### src/rtl/disp_regif_pkg.sv
package disp_regif_pkg;
  localparam int unsigned BYTE_W = 8;
  localparam logic [BYTE_W-1:0] BLANK_CODE = 8'h20;
  localparam int unsigned CW_CLEAR_BIT = 7;
  localparam int unsigned CW_TEST_BIT  = 5;

  typedef enum logic [2:0] {
    SEC_FLASH,
    SEC_GPTR,
    SEC_GROW,
    SEC_CTRL,
    SEC_CHAR
  } sec_e;

  typedef enum logic [1:0] {
    SQ_IDLE,
    SQ_INIT,
    SQ_CLEAR
  } seq_e;
endpackage

### src/rtl/disp_regif_decode.sv
module disp_regif_decode
  import disp_regif_pkg::*;
(
  input  logic       clk,
  input  logic       rst_n,
  input  logic       ce_n,
  input  logic       we_n,
  input  logic       re_n,
  input  logic       flash_n,
  input  logic [1:0] sel_hi,
  output logic       wr_fire,
  output logic       rd_fire,
  output sec_e       sec
);
  logic armed_q, armed_d, strobe, fire;

  // an access needs chip enable plus one strobe, once per enable period
  assign strobe  = !ce_n && (!we_n || !re_n);
  assign fire    = strobe && armed_q;
  assign wr_fire = fire && !we_n;
  assign rd_fire = fire && we_n;

  always_comb begin
    armed_d = armed_q;
    if (ce_n)      armed_d = 1'b1;
    else if (fire) armed_d = 1'b0;
  end

  always_ff @(posedge clk or negedge rst_n) begin
    if (!rst_n) armed_q <= 1'b1;
    else        armed_q <= armed_d;
  end

  always_comb begin
    if (!flash_n) sec = SEC_FLASH;
    else begin
      unique case (sel_hi)
        2'b00:   sec = SEC_GPTR;
        2'b01:   sec = SEC_GROW;
        2'b10:   sec = SEC_CTRL;
        default: sec = SEC_CHAR;
      endcase
    end
  end

  p_single_access_r2: assert property (@(posedge clk) disable iff (!rst_n)
    fire |=> !fire);
endmodule

### src/rtl/disp_regif_seq.sv
module disp_regif_seq
  import disp_regif_pkg::*;
#(
  parameter int unsigned SEQ_CYCLES = 3
) (
  input  logic clk,
  input  logic rst_n,
  input  logic start_clr,
  output logic busy,
  output logic fill_clr,
  output logic clr_done
);
  localparam int unsigned CNT_W = $clog2(SEQ_CYCLES + 1);

  logic [CNT_W-1:0] cnt_q, cnt_d;
  seq_e             mode_q, mode_d;

  always_comb begin
    cnt_d  = cnt_q;
    mode_d = mode_q;
    if (cnt_q != '0) begin
      cnt_d = cnt_q - 1'b1;
      if (cnt_q == CNT_W'(1)) mode_d = SQ_IDLE;
    end else if (start_clr) begin
      cnt_d  = CNT_W'(SEQ_CYCLES);
      mode_d = SQ_CLEAR;
    end
  end

  always_ff @(posedge clk or negedge rst_n) begin
    if (!rst_n) begin
      cnt_q  <= CNT_W'(SEQ_CYCLES);
      mode_q <= SQ_INIT;
    end else begin
      cnt_q  <= cnt_d;
      mode_q <= mode_d;
    end
  end

  assign busy     = (cnt_q != '0);
  assign fill_clr = (mode_q == SQ_CLEAR) && busy;
  assign clr_done = (mode_q == SQ_CLEAR) && (cnt_q == CNT_W'(1));

  p_done_frees_r8: assert property (@(posedge clk) disable iff (!rst_n)
    clr_done |=> !busy);
  p_clear_holds_r8: assert property (@(posedge clk) disable iff (!rst_n)
    (start_clr && !busy) |=> (busy && fill_clr));
endmodule

### src/rtl/disp_regif_store.sv
module disp_regif_store
  import disp_regif_pkg::*;
#(
  parameter int unsigned DIGITS = 8
) (
  input  logic                      clk,
  input  logic                      rst_n,
  input  logic                      fill_clr,
  input  logic                      char_we,
  input  logic                      flash_we,
  input  logic [$clog2(DIGITS)-1:0] wr_idx,
  input  logic [BYTE_W-1:0]         wdata,
  input  logic [$clog2(DIGITS)-1:0] host_idx,
  input  logic [$clog2(DIGITS)-1:0] rf_idx,
  output logic [BYTE_W-1:0]         host_char,
  output logic                      host_flash,
  output logic [BYTE_W-1:0]         rf_char,
  output logic                      rf_flash
);
  localparam int unsigned DIG_AW = $clog2(DIGITS);

  logic [BYTE_W-1:0] char_q [DIGITS];
  logic [DIGITS-1:0] flash_q;

  for (genvar g = 0; g < DIGITS; g++) begin : g_slot
    logic hit;
    assign hit = (wr_idx == DIG_AW'(g));

    always_ff @(posedge clk or negedge rst_n) begin
      if (!rst_n)                char_q[g] <= BLANK_CODE;
      else if (fill_clr)         char_q[g] <= BLANK_CODE;
      else if (char_we && hit)   char_q[g] <= wdata;
    end

    always_ff @(posedge clk or negedge rst_n) begin
      if (!rst_n)                flash_q[g] <= 1'b0;
      else if (fill_clr)         flash_q[g] <= 1'b1;
      else if (flash_we && hit)  flash_q[g] <= wdata[0];
    end
  end

  assign host_char  = char_q[host_idx];
  assign host_flash = flash_q[host_idx];
  assign rf_char    = char_q[rf_idx];
  assign rf_flash   = flash_q[rf_idx];

  p_fill_chars_r8: assert property (@(posedge clk) disable iff (!rst_n)
    fill_clr |=> (char_q[DIGITS-1] == BLANK_CODE && char_q[0] == BLANK_CODE));
  p_fill_flash_r8: assert property (@(posedge clk) disable iff (!rst_n)
    fill_clr |=> (&flash_q));
endmodule

### src/rtl/disp_regif_glyph.sv
module disp_regif_glyph #(
  parameter int unsigned GLYPHS = 16,
  parameter int unsigned ROWS   = 7,
  parameter int unsigned COLS   = 5
) (
  input  logic                      clk,
  input  logic                      ptr_we,
  input  logic                      row_we,
  input  logic [$clog2(GLYPHS)-1:0] ptr_wdata,
  input  logic [COLS-1:0]           row_wdata,
  input  logic [$clog2(ROWS)-1:0]   host_row,
  input  logic [$clog2(GLYPHS)-1:0] rf_glyph,
  input  logic [$clog2(ROWS)-1:0]   rf_row,
  output logic [$clog2(GLYPHS)-1:0] ptr,
  output logic [COLS-1:0]           host_dots,
  output logic [COLS-1:0]           rf_dots
);
  localparam int unsigned ENTRIES = GLYPHS * ROWS;
  localparam int unsigned IDX_W   = $clog2(ENTRIES);

  logic [$clog2(GLYPHS)-1:0] ptr_q;
  logic [COLS-1:0]           mem_q [ENTRIES];
  logic                      host_ok, rf_ok;
  logic [IDX_W-1:0]          host_idx, rf_idx;

  assign host_ok  = (int'(host_row) < ROWS);
  assign rf_ok    = (int'(rf_row) < ROWS);
  assign host_idx = host_ok ? IDX_W'(int'(ptr_q) * ROWS + int'(host_row)) : '0;
  assign rf_idx   = rf_ok ? IDX_W'(int'(rf_glyph) * ROWS + int'(rf_row)) : '0;

  // glyph contents survive reset, so these registers carry none
  always_ff @(posedge clk) begin
    if (ptr_we) ptr_q <= ptr_wdata;
  end

  always_ff @(posedge clk) begin
    if (row_we && host_ok) mem_q[host_idx] <= row_wdata;
  end

  assign ptr       = ptr_q;
  assign host_dots = host_ok ? mem_q[host_idx] : '0;
  assign rf_dots   = rf_ok ? mem_q[rf_idx] : '0;
endmodule

### src/rtl/disp_regif.sv
module disp_regif
  import disp_regif_pkg::*;
#(
  parameter int unsigned DIGITS     = 8,
  parameter int unsigned GLYPHS     = 16,
  parameter int unsigned ROWS       = 7,
  parameter int unsigned COLS       = 5,
  parameter int unsigned SEQ_CYCLES = 3
) (
  input  logic                        clk,
  input  logic                        rst_n,
  input  logic                        hs_ce_n,
  input  logic                        hs_we_n,
  input  logic                        hs_re_n,
  input  logic                        hs_flash_n,
  input  logic [$clog2(DIGITS)+1:0]   hs_addr,
  input  logic [7:0]                  hs_wdata,
  output logic [7:0]                  hs_rdata,
  output logic                        hs_rvalid,
  output logic                        busy,
  input  logic                        selftest_ok,
  input  logic [$clog2(DIGITS)-1:0]   rf_digit,
  output logic [7:0]                  rf_char,
  output logic                        rf_flash,
  input  logic [$clog2(GLYPHS)-1:0]   rf_glyph,
  input  logic [$clog2(ROWS)-1:0]     rf_row,
  output logic [COLS-1:0]             rf_dots,
  output logic [7:0]                  rf_ctrl
);
  localparam int unsigned DIG_AW = $clog2(DIGITS);
  localparam int unsigned GLY_AW = $clog2(GLYPHS);
  localparam int unsigned ROW_AW = $clog2(ROWS);
  localparam logic [BYTE_W-1:0] TEST_MASK = BYTE_W'(1) << CW_TEST_BIT;

  // reset asserted asynchronously, released on the clock
  logic [1:0] rsync_q;
  logic       irst_n;
  always_ff @(posedge clk or negedge rst_n) begin
    if (!rst_n) rsync_q <= 2'b00;
    else        rsync_q <= {rsync_q[0], 1'b1};
  end
  assign irst_n = rsync_q[1];

  logic wr_fire, rd_fire, fill_clr, clr_done, wr_ok;
  sec_e sec;

  disp_regif_decode u_decode (
    .clk     (clk),
    .rst_n   (irst_n),
    .ce_n    (hs_ce_n),
    .we_n    (hs_we_n),
    .re_n    (hs_re_n),
    .flash_n (hs_flash_n),
    .sel_hi  (hs_addr[DIG_AW+1:DIG_AW]),
    .wr_fire (wr_fire),
    .rd_fire (rd_fire),
    .sec     (sec)
  );

  assign wr_ok = wr_fire && !busy;

  logic ctrl_we, start_clr;
  assign ctrl_we   = wr_ok && (sec == SEC_CTRL);
  assign start_clr = ctrl_we && hs_wdata[CW_CLEAR_BIT];

  disp_regif_seq #(.SEQ_CYCLES(SEQ_CYCLES)) u_seq (
    .clk       (clk),
    .rst_n     (irst_n),
    .start_clr (start_clr),
    .busy      (busy),
    .fill_clr  (fill_clr),
    .clr_done  (clr_done)
  );

  logic [7:0] host_char;
  logic       host_flash;

  disp_regif_store #(.DIGITS(DIGITS)) u_store (
    .clk        (clk),
    .rst_n      (irst_n),
    .fill_clr   (fill_clr),
    .char_we    (wr_ok && (sec == SEC_CHAR)),
    .flash_we   (wr_ok && (sec == SEC_FLASH)),
    .wr_idx     (hs_addr[DIG_AW-1:0]),
    .wdata      (hs_wdata),
    .host_idx   (hs_addr[DIG_AW-1:0]),
    .rf_idx     (rf_digit),
    .host_char  (host_char),
    .host_flash (host_flash),
    .rf_char    (rf_char),
    .rf_flash   (rf_flash)
  );

  logic [GLY_AW-1:0] gptr;
  logic [COLS-1:0]   host_dots;

  disp_regif_glyph #(.GLYPHS(GLYPHS), .ROWS(ROWS), .COLS(COLS)) u_glyph (
    .clk       (clk),
    .ptr_we    (wr_ok && (sec == SEC_GPTR)),
    .row_we    (wr_ok && (sec == SEC_GROW)),
    .ptr_wdata (hs_wdata[GLY_AW-1:0]),
    .row_wdata (hs_wdata[COLS-1:0]),
    .host_row  (hs_addr[ROW_AW-1:0]),
    .rf_glyph  (rf_glyph),
    .rf_row    (rf_row),
    .ptr       (gptr),
    .host_dots (host_dots),
    .rf_dots   (rf_dots)
  );

  // control byte; the test bit is never stored, it comes from selftest_ok
  logic [7:0] ctrl_q, ctrl_d, ctrl_view;
  always_comb begin
    ctrl_d = ctrl_q;
    if (ctrl_we)       ctrl_d = hs_wdata & ~TEST_MASK;
    else if (clr_done) ctrl_d[CW_CLEAR_BIT] = 1'b0;
  end

  always_ff @(posedge clk or negedge irst_n) begin
    if (!irst_n) ctrl_q <= '0;
    else         ctrl_q <= ctrl_d;
  end

  assign ctrl_view = ctrl_q | (selftest_ok ? TEST_MASK : '0);
  assign rf_ctrl   = ctrl_view;

  logic [7:0] rd_byte, rdata_q;
  logic       rvalid_q;
  always_comb begin
    unique case (sec)
      SEC_FLASH: rd_byte = 8'(host_flash);
      SEC_GPTR:  rd_byte = 8'(gptr);
      SEC_GROW:  rd_byte = 8'(host_dots);
      SEC_CTRL:  rd_byte = ctrl_view;
      default:   rd_byte = host_char;
    endcase
  end

  always_ff @(posedge clk or negedge irst_n) begin
    if (!irst_n) begin
      rdata_q  <= '0;
      rvalid_q <= 1'b0;
    end else begin
      rvalid_q <= rd_fire;
      if (rd_fire) rdata_q <= rd_byte;
    end
  end

  assign hs_rdata  = rdata_q;
  assign hs_rvalid = rvalid_q;

  p_clear_ends_r8: assert property (@(posedge clk) disable iff (!irst_n)
    $fell(busy) |-> !ctrl_q[CW_CLEAR_BIT]);
  p_read_valid_r11: assert property (@(posedge clk) disable iff (!irst_n)
    rd_fire |=> hs_rvalid);
  p_rvalid_pulse_r11: assert property (@(posedge clk) disable iff (!irst_n)
    (hs_rvalid && hs_ce_n) |=> !hs_rvalid);
  p_busy_drop_r10: assert property (@(posedge clk) disable iff (!irst_n)
    (busy && wr_fire && sec == SEC_CTRL && !clr_done) |=> $stable(ctrl_q));
  p_test_bit_r9: assert property (@(posedge clk) disable iff (!irst_n)
    rf_ctrl[CW_TEST_BIT] == selftest_ok);
endmodule

### config.mk
export PLATFORM = sky130hd
export DESIGN_NAME = disp_regif
export DESIGN_NICKNAME = d
export VERILOG_FILES = /design/src/rtl/disp_regif_pkg.sv /design/src/rtl/disp_regif_decode.sv /design/src/rtl/disp_regif_seq.sv /design/src/rtl/disp_regif_store.sv /design/src/rtl/disp_regif_glyph.sv /design/src/rtl/disp_regif.sv
export SDC_FILE = /design/constraint.sdc
export NUM_CORES = 1
export LEC_CHECK = 0
export BUFFER_PORTS_ARGS = -buffer_cell sky130_fd_sc_hd__buf_2
export CAP_MARGIN = 40
export CELL_PAD_IN_SITES_DETAIL_PLACEMENT = 0
export CELL_PAD_IN_SITES_GLOBAL_PLACEMENT = 1
export CORE_ASPECT_RATIO = 1.25
export CORE_UTILIZATION = 35
export CTS_BUF_LIST = sky130_fd_sc_hd__clkbuf_8
export CTS_CLUSTER_DIAMETER = 100
export CTS_CLUSTER_SIZE = 25
export DETAILED_ROUTE_END_ITERATION = 10
export MAX_ROUTING_LAYER = met4
export PLACE_DENSITY_LB_ADDON = 0.1
export REMOVE_ABC_BUFFERS = 1
export SLEW_MARGIN = 20
export SYNTH_ARGS = -nofsm -noshare
export SYNTH_HDL_FRONTEND = slang
export SYNTH_SLANG_ARGS = --single-unit
### constraint.sdc
create_clock -name clk -period 9.1 [get_ports clk]
set_input_delay 2.73 -clock clk [delete_from_list [all_inputs] [get_ports clk]]
set_output_delay 2.73 -clock clk [all_outputs]
set_load 0.05 [all_outputs]
==> summary.md <==
| Metric | Value |
|---|---|
| Max rail drop VDD | ~0.14 mV |
| Kind of critical path | in -> out |
| Setup TNS | -1.09 ns |
| Synth Register Bits | roughly 660 |
| H-tree Lvls | 1 |
| Synth Flop Type | edfxtp_1 |
| Final Wtd Congestion | 0.943 |
| Clk slew on worst S/H paths | about 0.16 ns |
| Die ar. | 98,200 um2 |
| Syn. warnings | 0 |
| Gr busiest metal | met2 |
| Sequential share of power | between 40% and 50% |
| Iteration-0 DRC Markers | approximately 2,800 |
| Synth Instances | about 3,000 |
| NetSw | approximately 2600 uW |
| Mapped Area | 33,900 um2 |
| Worst Path Max Fanout | 14 |
| Combinational group share of total power | about a third |
| RSZ-0062 raised after global routing | true |
| Grt met3 use | about 2.3% |
| CP max stage delay | between 0.5 and 0.6 ns |
| Layout cells sized above 1 | between 10% and 20% |
| Row count | ~130 |
| Fmax | between 100 and 150 MHz |
| DR pass1 iterations | 6 |
| Unique masters post-synth | between 80 and 90 |
| Post-route setup slack | -0.310 ns |
| Arr. time, crit path | about 6.7 ns |
| Met1 usage | between 30% and 40% |
| # port buffers | roughly 60 |
| GR Overflow Total | 0 |
| CP required | between 6 and 7 ns |
| Endpoints failing setup | 5 |
| Root Driver | clkbuf_8 |
| CP Launch Type | input pin |
| Final HPWL from detailed placement | 95.2 mm |
| Clock buffer depth | 3 |
| Maxcap violations | 0 |
| Synthesized area per cell | approximately 11 um2 |
| WL/cell | 31.4 um |
| All-layer global routing usage | 28.7% |
| Slew Viols, Final | 0 |
| Slew HR | between 30% and 40% |
| Worst skew pair latency | about 0.8 ns |
| Critical path cell sequence | buf_6, fa_1, inv_1, fa_2, inv_1, ha_1, a21o_1, a21oi_1, buf_4, xnor2_2, buf_12, nor2_1, inv_1, buf_4, o221a_2, o211ai_1, buf_4, buf_12 |
| Via count | approximately 26,000 |
| Met2 Use GR | 49.0% |
| Die height | 350 um |
| Synthesis-to-layout area growth | 11.4% |
| Post-route minimum period | approximately 9.4 ns |
| Final hold viol count | 0 |
| First-pass GRT wire length | slightly below 200 mm |
| Failing checks | setup timing |
| RR Endpoint | hs_rdata[3]$_DFFE_PN0P_ |
| Slew at the pin closest to its max-slew limit | 0.932 ns |
| Tcrit/Tclk final | 103% |
| Sequential-to-total area share from yosys stat | a little under three fifths |
| FF-to-FF Start | u_glyph.ptr[1]$_DFFE_PP_ |
| Final nets | ~3,100 |
| Antenna-violating nets left | 0 |
| Filler cells | 9,319 |
| CTS tree | done |
| Outcome | complete, but fails checks |
| Area of the core | roughly 96,000 um2 |
| # IOs | 62 |
| Int Power | roughly 4600 uW |
| HP Class | reg -> async |
| TritonCTS Buffers | 31 |
| Hold-fix buffer count after cts | 0 |
| Clock power frac | about a fifth |
| DR vias/cell | 6.00 |
| Power Dens Cells | 191 nW/um2 |
| Worst-case clock skew | approximately 0.055 ns |
| FF-to-FF path depth | 14 |
| Leak | 0.0137 uW |
| Clock sink count | about 660 |
| Fin util | about 39% |
| Vias in the first global route | approximately 26,000 |
| EDFF count, synth | 564 |
| Initial antenna violation count | 1 |
| Flop2flop setup slack | 3.68 ns |
| Die Wd | 281 um |
| Critical Path End Type | output port |
| CP max stage cell | fa_2 |
| Drt total wl | between 100 and 150 mm |
| # DRC | 0 |
| Async S/R FF share, synth | between 10 and 15% |
| Initial core utilization | between 30% and 40% |
| Largest net degree at the start of global routing | 87 |
| Sw frac | 36.2% |
## power groups by stage
stage	logic [uW]	clock network, uW	registers [uW]
floorplan	1110	0	3460
global placement	2420	0	3410
detailed placement	2440	0	3410
CTS	2510	1370	3350
global route	2650	1450	3350
finish	2540	1350	3350
## cell usage in the layout (no fill, tap or decap), types with 6 or more instances in the layout
cell type | netlist | layout
fa_1 | 10 | 8
nand3_2 | 4 | 6
nand3_1 | 128 | 126
a31oi_1 | 77 | 73
dfstp_2 | 12 | 12
a22oi_1 | 50 | 49
inv_1 | 32 | 53
mux2_2 | 30 | 30
mux2i_1 | 190 | 190
buf_12 | 0 | 35
nand2_1 | 596 | 591
a21oi_1 | 243 | 242
nor3_1 | 51 | 46
edfxtp_1 | 564 | 564
dfrtp_1 | 83 | 82
a311oi_1 | 8 | 8
nor4_1 | 16 | 15
or3_1 | 11 | 10
o211ai_1 | 15 | 15
or2_2 | 8 | 8
buf_2 | 91 | 58
mux4_2 | 73 | 73
o21ai_0 | 40 | 36
nand2b_1 | 8 | 7
o22ai_1 | 22 | 22
nor2_1 | 196 | 196
ha_1 | 29 | 27
nand4_1 | 12 | 12
buf_4 | 31 | 195
a211oi_1 | 43 | 40
o221ai_1 | 19 | 19
a32oi_1 | 31 | 30
nor2b_1 | 13 | 13
clkbuf_8 | 0 | 31
and3_1 | 23 | 20
a221oi_1 | 17 | 17
## how the worst max path moves through the flow
stage | from | endpoint | slack, ns | cells past startpoint
floorplan | rf_glyph[0] | rf_dots[2] | -5.21 | 8
global route | rf_glyph[0] | rf_dots[3] | -0.38 | 19
global placement | rf_glyph[0] | rf_dots[3] | -0.53 | 18
finish | rf_glyph[0] | rf_dots[3] | -0.31 | 18
CTS | rf_glyph[0] | rf_dots[3] | -0.28 | 19
detailed placement | rf_glyph[0] | rf_dots[3] | -0.51 | 18
## sequential cells by signal (all words and copies together) (netlist names)
| name | cells |
|---|---|
| hs_rvalid | 1 |
| u_glyph.ptr | 4 |
| rsync_q | 2 |
| ctrl_q | 7 |
| u_seq.cnt_q | 2 |
| u_seq.mode_q | 2 |
| u_decode.armed_q | 1 |
| hs_rdata | 8 |
| u_store.char_q | 64 |
| u_glyph.mem_q | 560 |
| u_store.flash_q | 8 |
## worst max-delay path, delay by kind of cell
kind	cells	cell delay, ns
AO/OA/AOI/OAI	4	0.94
XOR/XNOR	1	0.08
adder cells (fa/ha/maj)	3	1.34
buffers and inverters	9	1.20
AND/OR/NAND/NOR	1	0.38
## routing by layer
metal	share of wire [%]	wire length, um
met2	50	69500
met1	40	55600
met5	0	0
met3	5.6	7770
met4	3.7	5070
## cells in the mapped netlist (6+ instances only)
| library cell | instances | area, um2 |
|---|---|---|
| a211oi_1 | 43 | 323 |
| a21oi_1 | 243 | 1220 |
| a221oi_1 | 17 | 149 |
| a22oi_1 | 50 | 375 |
| a311oi_1 | 8 | 70.1 |
| a31oi_1 | 77 | 482 |
| a32oi_1 | 31 | 272 |
| and3_1 | 23 | 144 |
| buf_1 | 11 | 41.3 |
| buf_2 | 91 | 455 |
| buf_4 | 31 | 233 |
| buf_6 | 12 | 135 |
| clkbuf_1 | 102 | 383 |
| dfrtp_1 | 83 | 2080 |
| dfstp_2 | 12 | 315 |
| edfxtp_1 | 564 | 16900 |
| fa_1 | 10 | 200 |
| ha_1 | 29 | 363 |
| inv_1 | 32 | 120 |
| mux2_2 | 30 | 338 |
| mux2i_1 | 190 | 1900 |
| mux4_2 | 73 | 1640 |
| nand2_1 | 596 | 2240 |
| nand2b_1 | 8 | 50.1 |
| nand3_1 | 128 | 641 |
| nand4_1 | 12 | 75.1 |
| nor2_1 | 196 | 736 |
| nor2b_1 | 13 | 81.3 |
| nor3_1 | 51 | 255 |
| nor4_1 | 16 | 100 |
| o2111ai_1 | 6 | 52.6 |
| o211ai_1 | 15 | 113 |
| o21ai_0 | 40 | 200 |
| o221ai_1 | 19 | 166 |
| o22ai_1 | 22 | 138 |
| o31ai_1 | 7 | 52.6 |
| or2_2 | 8 | 50.1 |
| or3_1 | 11 | 68.8 |
## layout make-up
| cell class | instances | area, um2 | share of cell area, % |
|---|---|---|---|
| Sequential cell | 659 | 19300 | 51.1 |
| Multi-Input combinational cell | 2051 | 13500 | 35.7 |
| Timing Repair Buffer | 299 | 2650 | 7.00 |
| Tap cell | 1290 | 1610 | 4.27 |
| Clock buffer | 31 | 427 | 1.13 |
| Clock inverter | 26 | 151 | 0.400 |
| Inverter | 36 | 135 | 0.357 |
| Antenna cell | 2 | 5.00 | 0.0132 |
## what timing repair did
item                                   in CTS  in global routing
buffers inserted                            2                  0
resized for setup                          26                 10
pin swaps                                   6                  3
endpoints found under the hold margin       0                  0
setup endpoints to repair                   5                  5
cloned                                      1                  0
## per-stage QoR
stage | instance area [um2] | std cells | setup WS (ns) | power [uW] | hold WS [ns]
global placement | 36800 | 4314 | -0.528 | 5840 | 0.194
CTS | 37700 | 4388 | -0.277 | 7230 | 0.196
finish | 37800 | 4394 | -0.310 | 7240 | 0.177
detailed placement | 37000 | 4328 | -0.513 | 5850 | 0.198
global route | 37800 | 4394 | -0.378 | 7460 | 0.197
floorplan | 32700 | 2746 | -5.21 | 4570 | 0.331
## cells by family (layout without fill, tap and decap cells)
kind of cell,count (synthesis),after routing,synth area share (%)
simple gates,1089,1089,13.9
flops,659,659,57.0
compound gates,620,620,11.7
mux,293,293,11.4
buf+inv,283,392,4.07
fa+ha+maj,39,39,1.66
xor+xnor,9,9,0.277
other cells,1,3,0.0111
Power figures use the tool's default switching activity.
